File: config.mk
export PLATFORM = sky130hd
export DESIGN_NAME = adc_ramp_linearity
export DESIGN_NICKNAME = d
export VERILOG_FILES = /design/src/rtl/arl_pkg.sv /design/src/rtl/arl_divider.sv /design/src/rtl/arl_bin_store.sv /design/src/rtl/arl_engine.sv /design/src/rtl/adc_ramp_linearity.sv
export SDC_FILE = /design/constraint.sdc
export NUM_CORES = 2
export LEC_CHECK = 0
export BUFFER_PORTS_ARGS = -buffer_cell sky130_fd_sc_hd__buf_2
export CORE_MARGIN = 3
export CORE_UTILIZATION = 45
export CTS_CLUSTER_DIAMETER = 40
export CTS_CLUSTER_SIZE = 20
export DETAILED_ROUTE_END_ITERATION = 10
export PLACE_DENSITY = 0.7
export SYNTH_ARGS = -nofsm -noshare
export SYNTH_HDL_FRONTEND = slang
export SYNTH_SLANG_ARGS = --single-unit
export TNS_END_PERCENT = 30
File: constraint.sdc
create_clock -name clk -period 6.4 [get_ports clk]
set_clock_uncertainty 0.2 [all_clocks]
set_input_delay 0.64 -clock clk [delete_from_list [all_inputs] [get_ports clk]]
set_output_delay 0.64 -clock clk [all_outputs]
set_load 0.02 [all_outputs]
File: src/rtl/arl_pkg.sv
package arl_pkg;
  typedef enum logic [2:0] {
    T_CLR, T_IDLE, T_CAP, T_DRAIN, T_ANA, T_DONE
  } ctl_state_t;

  typedef enum logic [3:0] {
    E_IDLE, E_SUMA, E_SUMD, E_IDIV, E_IWAIT,
    E_BADDR, E_BDATA, E_BWAIT, E_BWRITE
  } eng_state_t;
endpackage

File: src/rtl/arl_divider.sv
module arl_divider #(
  parameter int NUM_W = 28
) (
  input  logic             clk,
  input  logic             rst,
  input  logic             start,
  input  logic [NUM_W-1:0] num,
  input  logic [NUM_W-1:0] den,
  output logic             done,
  output logic [NUM_W-1:0] quot
);
  localparam int CW = $clog2(NUM_W + 1);

  logic [NUM_W:0]   rem_q, trial;
  logic [NUM_W-1:0] den_q;
  logic [CW-1:0]    cnt_q;
  logic             busy_q, ge;

  // restoring step: shift one numerator bit into the remainder
  always_comb begin
    trial = {rem_q[NUM_W-1:0], quot[NUM_W-1]};
    ge    = trial >= {1'b0, den_q};
  end

  always_ff @(posedge clk) begin
    if (rst) begin
      busy_q <= 1'b0;
      done   <= 1'b0;
      cnt_q  <= '0;
      rem_q  <= '0;
      quot   <= '0;
      den_q  <= '0;
    end else begin
      done <= 1'b0;
      if (start) begin
        quot   <= num;
        den_q  <= den;
        rem_q  <= '0;
        cnt_q  <= CW'(NUM_W);
        busy_q <= 1'b1;
      end else if (busy_q) begin
        rem_q <= ge ? (trial - {1'b0, den_q}) : trial;
        quot  <= {quot[NUM_W-2:0], ge};
        cnt_q <= cnt_q - 1'b1;
        if (cnt_q == CW'(1)) begin
          busy_q <= 1'b0;
          done   <= 1'b1;
        end
      end
    end
  end

  // a finished division leaves a remainder below the divisor
  p_div_rem_r5: assert property (@(posedge clk) disable iff (rst)
    done |-> (rem_q < {1'b0, den_q}));
endmodule

File: src/rtl/arl_bin_store.sv
module arl_bin_store #(
  parameter int CODE_W = 4,
  parameter int CNT_W  = 12
) (
  input  logic              clk,
  input  logic              rst,
  input  logic              clr_req,
  output logic              clr_busy,
  input  logic              acc_v,
  input  logic [CODE_W-1:0] acc_code,
  input  logic              eng_sel,
  input  logic [CODE_W-1:0] eng_addr,
  input  logic [CODE_W-1:0] usr_addr,
  output logic [CNT_W-1:0]  q,
  output logic              ovf
);
  localparam int NCODE = 1 << CODE_W;
  localparam logic [CNT_W-1:0] CMAX = {CNT_W{1'b1}};

  logic [CNT_W-1:0]  mem [NCODE];
  logic [CODE_W-1:0] cidx;
  logic              p1_v, wl_v;
  logic [CODE_W-1:0] p1_c, wl_c;
  logic [CNT_W-1:0]  wl_d, base, inc;
  logic              sat, we;
  logic [CODE_W-1:0] waddr, raddr;
  logic [CNT_W-1:0]  wdata;

  // zeroing sweep, also started by reset
  always_ff @(posedge clk) begin
    if (rst || clr_req) begin
      clr_busy <= 1'b1;
      cidx     <= '0;
    end else if (clr_busy) begin
      cidx <= cidx + 1'b1;
      if (cidx == CODE_W'(NCODE - 1)) clr_busy <= 1'b0;
    end
  end

  // read-modify-write pipeline: read at stage 0, write at stage 1
  always_ff @(posedge clk) begin
    if (rst || clr_req || clr_busy) begin
      p1_v <= 1'b0;
      p1_c <= '0;
      wl_v <= 1'b0;
      wl_c <= '0;
      wl_d <= '0;
    end else begin
      p1_v <= acc_v;
      p1_c <= acc_code;
      wl_v <= p1_v;
      wl_c <= p1_c;
      wl_d <= inc;
    end
  end

  always_comb begin
    // the read of the previous write's address returned the old value
    base  = (wl_v && (wl_c == p1_c)) ? wl_d : q;
    sat   = (base == CMAX);
    inc   = sat ? base : base + 1'b1;
    we    = clr_busy || p1_v;
    waddr = clr_busy ? cidx : p1_c;
    wdata = clr_busy ? '0 : inc;
    if (acc_v)        raddr = acc_code;
    else if (eng_sel) raddr = eng_addr;
    else              raddr = usr_addr;
  end

  always_ff @(posedge clk) begin
    if (we) mem[waddr] <= wdata;
    q <= mem[raddr];
  end

  always_ff @(posedge clk) begin
    if (rst || clr_req)  ovf <= 1'b0;
    else if (p1_v && sat) ovf <= 1'b1;
  end

  // saturation flag is sticky until a clear
  p_ovf_sticky_r3: assert property (@(posedge clk) disable iff (rst)
    (ovf && !clr_req) |=> ovf);
endmodule

File: src/rtl/arl_engine.sv
module arl_engine #(
  parameter int CODE_W = 4,
  parameter int CNT_W  = 12,
  parameter int FRAC   = 8,
  localparam int NUM_A = CNT_W + 2 * FRAC,
  localparam int NUM_B = CNT_W + CODE_W + FRAC,
  localparam int NUM_W = (NUM_A > NUM_B) ? NUM_A : NUM_B,
  localparam int RES_W = NUM_W + CODE_W + 1
) (
  input  logic                    clk,
  input  logic                    rst,
  input  logic                    clr,
  input  logic                    go,
  input  logic [CNT_W-1:0]        cnt_q,
  output logic                    eng_sel,
  output logic [CODE_W-1:0]       eng_addr,
  output logic                    fin,
  input  logic [CODE_W-1:0]       usr_addr,
  output logic signed [RES_W-1:0] rd_dnl,
  output logic signed [RES_W-1:0] rd_inl,
  output logic [RES_W-1:0]        max_dnl,
  output logic [RES_W-1:0]        max_inl
);
  import arl_pkg::*;

  localparam int NCODE  = 1 << CODE_W;
  localparam int NINNER = NCODE - 2;
  localparam int SUM_W  = CNT_W + CODE_W;
  localparam logic signed [RES_W-1:0] ONE_S   = RES_W'(1 << FRAC);
  localparam logic signed [RES_W-1:0] NEG_ONE = -ONE_S;

  eng_state_t               st;
  logic [CODE_W-1:0]        idx;
  logic [SUM_W-1:0]         sum_q;
  logic [NUM_W-1:0]         ideal_q, div_num, div_den, div_q;
  logic                     div_go, div_done, inner, res_we;
  logic signed [RES_W-1:0]  dnl_cur, acc;
  logic [2*RES_W-1:0]       res_mem [NCODE];
  logic [2*RES_W-1:0]       rq;

  function automatic logic [RES_W-1:0] mag(input logic signed [RES_W-1:0] v);
    return v[RES_W-1] ? RES_W'(-v) : RES_W'(v);
  endfunction

  assign eng_sel  = (st != E_IDLE);
  assign eng_addr = idx;
  assign inner    = (idx != '0) && (idx != CODE_W'(NCODE - 1));
  assign res_we   = (st == E_BWRITE);

  arl_divider #(.NUM_W(NUM_W)) u_div (
    .clk  (clk),
    .rst  (rst),
    .start(div_go),
    .num  (div_num),
    .den  (div_den),
    .done (div_done),
    .quot (div_q)
  );

  always_ff @(posedge clk) begin
    if (rst || clr) begin
      st      <= E_IDLE;
      idx     <= '0;
      sum_q   <= '0;
      ideal_q <= '0;
      div_go  <= 1'b0;
      div_num <= '0;
      div_den <= '0;
      dnl_cur <= '0;
      acc     <= '0;
      fin     <= 1'b0;
      max_dnl <= '0;
      max_inl <= '0;
    end else begin
      div_go <= 1'b0;
      fin    <= 1'b0;
      if (go) begin
        st      <= E_SUMA;
        idx     <= CODE_W'(1);
        sum_q   <= '0;
        acc     <= '0;
        max_dnl <= '0;
        max_inl <= '0;
      end else begin
        case (st)
          E_SUMA: st <= E_SUMD;
          E_SUMD: begin
            sum_q <= sum_q + SUM_W'(cnt_q);
            if (idx == CODE_W'(NINNER)) st <= E_IDIV;
            else begin
              idx <= idx + 1'b1;
              st  <= E_SUMA;
            end
          end
          E_IDIV: begin
            div_go  <= 1'b1;
            div_num <= NUM_W'(sum_q) << FRAC;
            div_den <= NUM_W'(NINNER);
            st      <= E_IWAIT;
          end
          E_IWAIT: if (div_done) begin
            ideal_q <= div_q;
            idx     <= '0;
            st      <= E_BADDR;
          end
          E_BADDR: st <= E_BDATA;
          E_BDATA: begin
            if (inner && (cnt_q != '0)) begin
              div_go  <= 1'b1;
              div_num <= NUM_W'(cnt_q) << (2 * FRAC);
              div_den <= ideal_q;
              st      <= E_BWAIT;
            end else begin
              dnl_cur <= inner ? NEG_ONE : '0;
              st      <= E_BWRITE;
            end
          end
          E_BWAIT: if (div_done) begin
            dnl_cur <= $signed(RES_W'(div_q)) - ONE_S;
            st      <= E_BWRITE;
          end
          E_BWRITE: begin
            acc <= acc + dnl_cur;
            if (inner && (mag(dnl_cur) > max_dnl)) max_dnl <= mag(dnl_cur);
            if (mag(acc) > max_inl) max_inl <= mag(acc);
            if (idx == CODE_W'(NCODE - 1)) begin
              fin <= 1'b1;
              st  <= E_IDLE;
            end else begin
              idx <= idx + 1'b1;
              st  <= E_BADDR;
            end
          end
          default: st <= E_IDLE;
        endcase
      end
    end
  end

  always_ff @(posedge clk) begin
    if (res_we) res_mem[idx] <= {dnl_cur, acc};
    rq <= res_mem[usr_addr];
  end

  assign rd_dnl = rq[2*RES_W-1:RES_W];
  assign rd_inl = rq[RES_W-1:0];

  // no code width can go below minus one LSB
  p_dnl_floor_r6: assert property (@(posedge clk) disable iff (rst)
    (st == E_BWRITE) |-> (dnl_cur >= NEG_ONE));

  // end codes are written with a zero width error
  p_end_dnl_r5: assert property (@(posedge clk) disable iff (rst)
    ((st == E_BWRITE) && !inner) |-> (dnl_cur == '0));

  // maxima only grow while an analysis is running
  p_max_mono_r8: assert property (@(posedge clk) disable iff (rst)
    ((st != E_IDLE) && !go && !clr) |=>
      ((max_dnl >= $past(max_dnl)) && (max_inl >= $past(max_inl))));
endmodule

File: src/rtl/adc_ramp_linearity.sv
module adc_ramp_linearity #(
  parameter int CODE_W = 4,
  parameter int CNT_W  = 12,
  parameter int LEN_W  = 16,
  parameter int FRAC   = 8,
  localparam int NUM_A = CNT_W + 2 * FRAC,
  localparam int NUM_B = CNT_W + CODE_W + FRAC,
  localparam int NUM_W = (NUM_A > NUM_B) ? NUM_A : NUM_B,
  localparam int RES_W = NUM_W + CODE_W + 1
) (
  input  logic                    clk,
  input  logic                    rst,
  input  logic                    clear,
  input  logic                    start,
  input  logic [LEN_W-1:0]        rec_len,
  input  logic                    smp_valid,
  input  logic [CODE_W-1:0]       smp_code,
  input  logic [CODE_W-1:0]       rd_addr,
  output logic [CNT_W-1:0]        rd_count,
  output logic signed [RES_W-1:0] rd_dnl,
  output logic signed [RES_W-1:0] rd_inl,
  output logic [RES_W-1:0]        max_dnl,
  output logic [RES_W-1:0]        max_inl,
  output logic                    overflow,
  output logic                    done
);
  import arl_pkg::*;

  ctl_state_t        state;
  logic [LEN_W-1:0]  cnt_q, len_q;
  logic [1:0]        drain_q;
  logic              go_q, acc_v, clr_busy, eng_sel, fin;
  logic [CODE_W-1:0] eng_addr;

  assign acc_v = (state == T_CAP) && smp_valid && (cnt_q < len_q);
  assign done  = (state == T_DONE);

  always_ff @(posedge clk) begin
    if (rst) begin
      state   <= T_CLR;
      cnt_q   <= '0;
      len_q   <= '0;
      drain_q <= '0;
      go_q    <= 1'b0;
    end else begin
      go_q <= 1'b0;
      if (clear) begin
        state <= T_CLR;
      end else begin
        case (state)
          T_CLR:  if (!clr_busy) state <= T_IDLE;
          T_IDLE: if (start) begin
            len_q <= rec_len;
            cnt_q <= '0;
            state <= T_CAP;
          end
          T_CAP: begin
            if (acc_v) cnt_q <= cnt_q + 1'b1;
            if (cnt_q == len_q) begin
              drain_q <= '0;
              state   <= T_DRAIN;
            end
          end
          T_DRAIN: begin
            drain_q <= drain_q + 1'b1;
            if (drain_q == 2'd2) begin
              go_q  <= 1'b1;
              state <= T_ANA;
            end
          end
          T_ANA:  if (fin) state <= T_DONE;
          T_DONE: state <= T_DONE;
          default: state <= T_CLR;
        endcase
      end
    end
  end

  arl_bin_store #(.CODE_W(CODE_W), .CNT_W(CNT_W)) u_bins (
    .clk     (clk),
    .rst     (rst),
    .clr_req (clear),
    .clr_busy(clr_busy),
    .acc_v   (acc_v),
    .acc_code(smp_code),
    .eng_sel (eng_sel),
    .eng_addr(eng_addr),
    .usr_addr(rd_addr),
    .q       (rd_count),
    .ovf     (overflow)
  );

  arl_engine #(.CODE_W(CODE_W), .CNT_W(CNT_W), .FRAC(FRAC)) u_eng (
    .clk     (clk),
    .rst     (rst),
    .clr     (clear),
    .go      (go_q),
    .cnt_q   (rd_count),
    .eng_sel (eng_sel),
    .eng_addr(eng_addr),
    .fin     (fin),
    .usr_addr(rd_addr),
    .rd_dnl  (rd_dnl),
    .rd_inl  (rd_inl),
    .max_dnl (max_dnl),
    .max_inl (max_inl)
  );

  // the completion flag falls only on a clear
  p_done_hold_r9: assert property (@(posedge clk) disable iff (rst)
    (done && !clear) |=> done);

  // the record counter never passes the latched length
  p_len_bound_r2: assert property (@(posedge clk) disable iff (rst)
    (state == T_CAP) |-> (cnt_q <= len_q));
endmodule

==> flow_metrics.env <==
export IMPL_status="finished clean"
export IMPL_synth_area_leaders="edfxtp_1, dfxtp_1, mux4_2"
export IMPL_first_pass_iters=7
export IMPL_synth_most_common_cell="edfxtp_1"
export IMPL_relSlewSlack=0.178
export IMPL_grt_use_total=0.216
export IMPL_whs_path_depth=2
export IMPL_yosysUniqueCellTypes=77
export IMPL_avgSynthCellArea_um2=14.6
export IMPL_rows=142
export IMPL_grt_max_degree=151
export IMPL_worstRegToRegCells=16
export IMPL_synth_seq_area_share=0.650
export IMPL_synthFlopType="edfxtp_1"
export IMPL_report_final_slew_viol_count=0
export IMPL_p_leak_nw=27.4
export IMPL_htreeDepth=4
export IMPL_p_int_w=0.0181
export IMPL_grt_overflow=0
export IMPL_power_switching_w=0.00531
export IMPL_start_util=0.457
export IMPL_pwr_share_clk=0.487
export IMPL_async_flop_share=0
export IMPL_hpwl_mm=102
export IMPL_routed_via_density=5.78
export IMPL_end_kind="flip-flop"
export IMPL_timing_final_crit_share=0.848
export IMPL_grt_pass1_wl_mm=258
export IMPL_grt_pass1_vias=41100
export IMPL_hold_viol=0
export IMPL_antenna_found_initial=12
export IMPL_rsz0062_at_grt="no"
export IMPL_clkTransAtPathRegs_ns=0.06
export IMPL_syn_area_um2=68900
export IMPL_via_count=41400
export IMPL_cp_required_ns=6.92
export IMPL_die_height_um=397
export IMPL_peakVddDrop_uv=293
export IMPL_cts_made_buffers=192
export IMPL_yosys_register_bits=1645
export IMPL_crit_arrival_ns=5.95
export IMPL_pwr_share_seq=0.486
export IMPL_finalSetupViolCount=0
export IMPL_tns_ns=0
export IMPL_port_buffers=174
export IMPL_core_um2=151000
export IMPL_synth_top_area_share=0.516
export IMPL_sw_frac_of_total=0.227
export IMPL_design_area_um2=79400
export IMPL_max_freq_ghz=0.184
export IMPL_clock_sinks=1645
export IMPL_drive_gt1_frac=0.206
export IMPL_pin_count=175
export IMPL_cts_tree="yes"
export IMPL_hp_class="in2reg"
export IMPL_root_buffer="clkbuf_16"
export IMPL_yosys_warnings=0
export IMPL_netlist_instances=4727
export IMPL_area_delta_synth_final_pct=15.4
export IMPL_worstSetupPathType="reg2reg"
export IMPL_worstMarginPinSlew_ns=1.23
export IMPL_ant_nets=0
export IMPL_drc=0
export IMPL_die_area_um2=158000
export IMPL_power_density_nw_per_um2=294
export IMPL_die_w_um=397
export IMPL_netlist_top_cell_by_area="edfxtp_1"
export IMPL_drtIter0Drc=4254
export IMPL_placed_area_um2=72300
export IMPL_cp_max_fo=38
export IMPL_gp_congestion=0.883
export IMPL_final_min_clock_period_ns=5.43
export IMPL_clk_latency_ns=0.84
export IMPL_drt_total_wl_mm=172
export IMPL_nNetsFinal=5170
export IMPL_synth_edf_count=1184
export IMPL_wl_per_cell_um=24.0
export IMPL_clk_path_buf_depth=3
export IMPL_start_kind="flip-flop"
export IMPL_synth_common_cells="edfxtp_1, dfxtp_1, nand2_1"
export IMPL_drv_cap=0
export IMPL_p_comb_frac=0.027
[final timing paths]
kind,startpoint,endpoint,slack (ns)
worst max-delay path,u_eng.acc[6],u_eng.max_inl[18],0.97
worst min-delay path,rst,drain_q[1],0.11
worst max register to register,u_eng.acc[6],u_eng.max_inl[18],0.97
worst min register to register,len_q[2],len_q[2],0.26
[power by group through the flow]
stage	Clock (W)	Sequential [W]	Combinational [W]
2_1_floorplan	0	0.0116	0.000383
3_3_place_gp	0	0.0116	0.000620
3_5_place_dp	0	0.0116	0.000622
4_1_cts	0.0116	0.0114	0.000635
5_1_grt	0.0120	0.0114	0.000667
6_report	0.0114	0.0114	0.000624
[flip-flops by register name, summed over array words and instances (netlist names), 29 cells and up]
signal / flops
u_eng.max_inl: 33
u_bins.mem: 192
u_eng.acc: 33
u_eng.res_mem: 992
u_eng.max_dnl: 33
u_eng.rq: 62
u_eng.dnl_cur: 29
[cell type report]
cell class                 instances  area [um2]
antenna                            3        7.51
clock buffer                     223        5100
timing repair buffer             290        1880
fill                           12100       71400
sequential                      1645       44800
inverter                         149         559
tap                             2016        2520
clock inverter                   142        1800
multi-input combinational       2693       22800
[layer usage]
layer / share of wire / track usage / wire, um
met5: 0 / 0 / 0
met4: 0.030 / 0.0721 / 5140
met3: 0.079 / 0.0415 / 13600
met2: 0.48 / 0.353 / 83000
met1: 0.41 / 0.291 / 69800
[layout by cell type, fill, tap and decap left out, types with 31 or more instances in the layout]
cell / n
a21o_1: 45
xor2_1: 41
a21oi_1: 220
ha_1: 167
edfxtp_1: 1184
nand3_1: 83
mux2_2: 56
buf_4: 92
clkbuf_16: 198
xnor2_1: 114
o31ai_1: 51
inv_6: 31
nor2_1: 324
dfxtp_1: 457
mux4_2: 310
nand2_1: 387
nand4_1: 38
a22oi_1: 47
o211ai_1: 60
inv_1: 148
nor3_1: 52
mux2i_1: 177
o21ai_0: 97
a211oi_1: 53
buf_2: 170
[cells by family after synthesis]
family	after synthesis	share of synthesized area
AO/OA/AOI/OAI	690	0.0649
XOR/XNOR	155	0.0197
adder cells (fa/ha/maj)	170	0.0312
buffers and inverters	392	0.0217
flip-flops	1645	0.650
multiplexers	545	0.137
other	1	0.0000545
AND/OR/NAND/NOR	1129	0.0756
[critical path: stages (launching register included)]
cell and delay, ns:
dfxtp_1 0.55, or4_1 0.62, or2_2 0.36, or4_4 0.57, or4_4 0.46, o21ai_4 0.17, nand2_1 0.08, xor2_1 0.16
ha_1 0.32, nand2_1 0.08, o21ai_0 0.29, a211o_1 0.15, o221ai_1 0.16, a21oi_4 0.67, buf_12 0.28, nand3_1 0.11
o31ai_1 0.10
[per-stage QoR]
step / util / setup WS [ns] / power [W] / instances / hold WS, ns
4_1_cts: 0.527 / 0.992 / 0.0236 / 7158 / 0.0411
2_1_floorplan: - / 1.37 / 0.0120 / 4730 / 0.236
3_3_place_gp: 0.479 / 1.11 / 0.0122 / 6773 / 0.246
3_5_place_dp: 0.479 / 1.02 / 0.0122 / 6773 / 0.247
5_1_grt: 0.527 / 0.668 / 0.0240 / 7159 / 0.0896
6_report: 0.527 / 0.971 / 0.0234 / 7161 / 0.111
[what timing repair did]
action,in CTS,in global routing
hold buffers,20,0
hold endpoints to repair,20,0
buffers inserted,0,0
endpoints found under the setup margin,0,0
resized for setup,0,0
No activity file was read; power rests on OpenSTA's default activity.
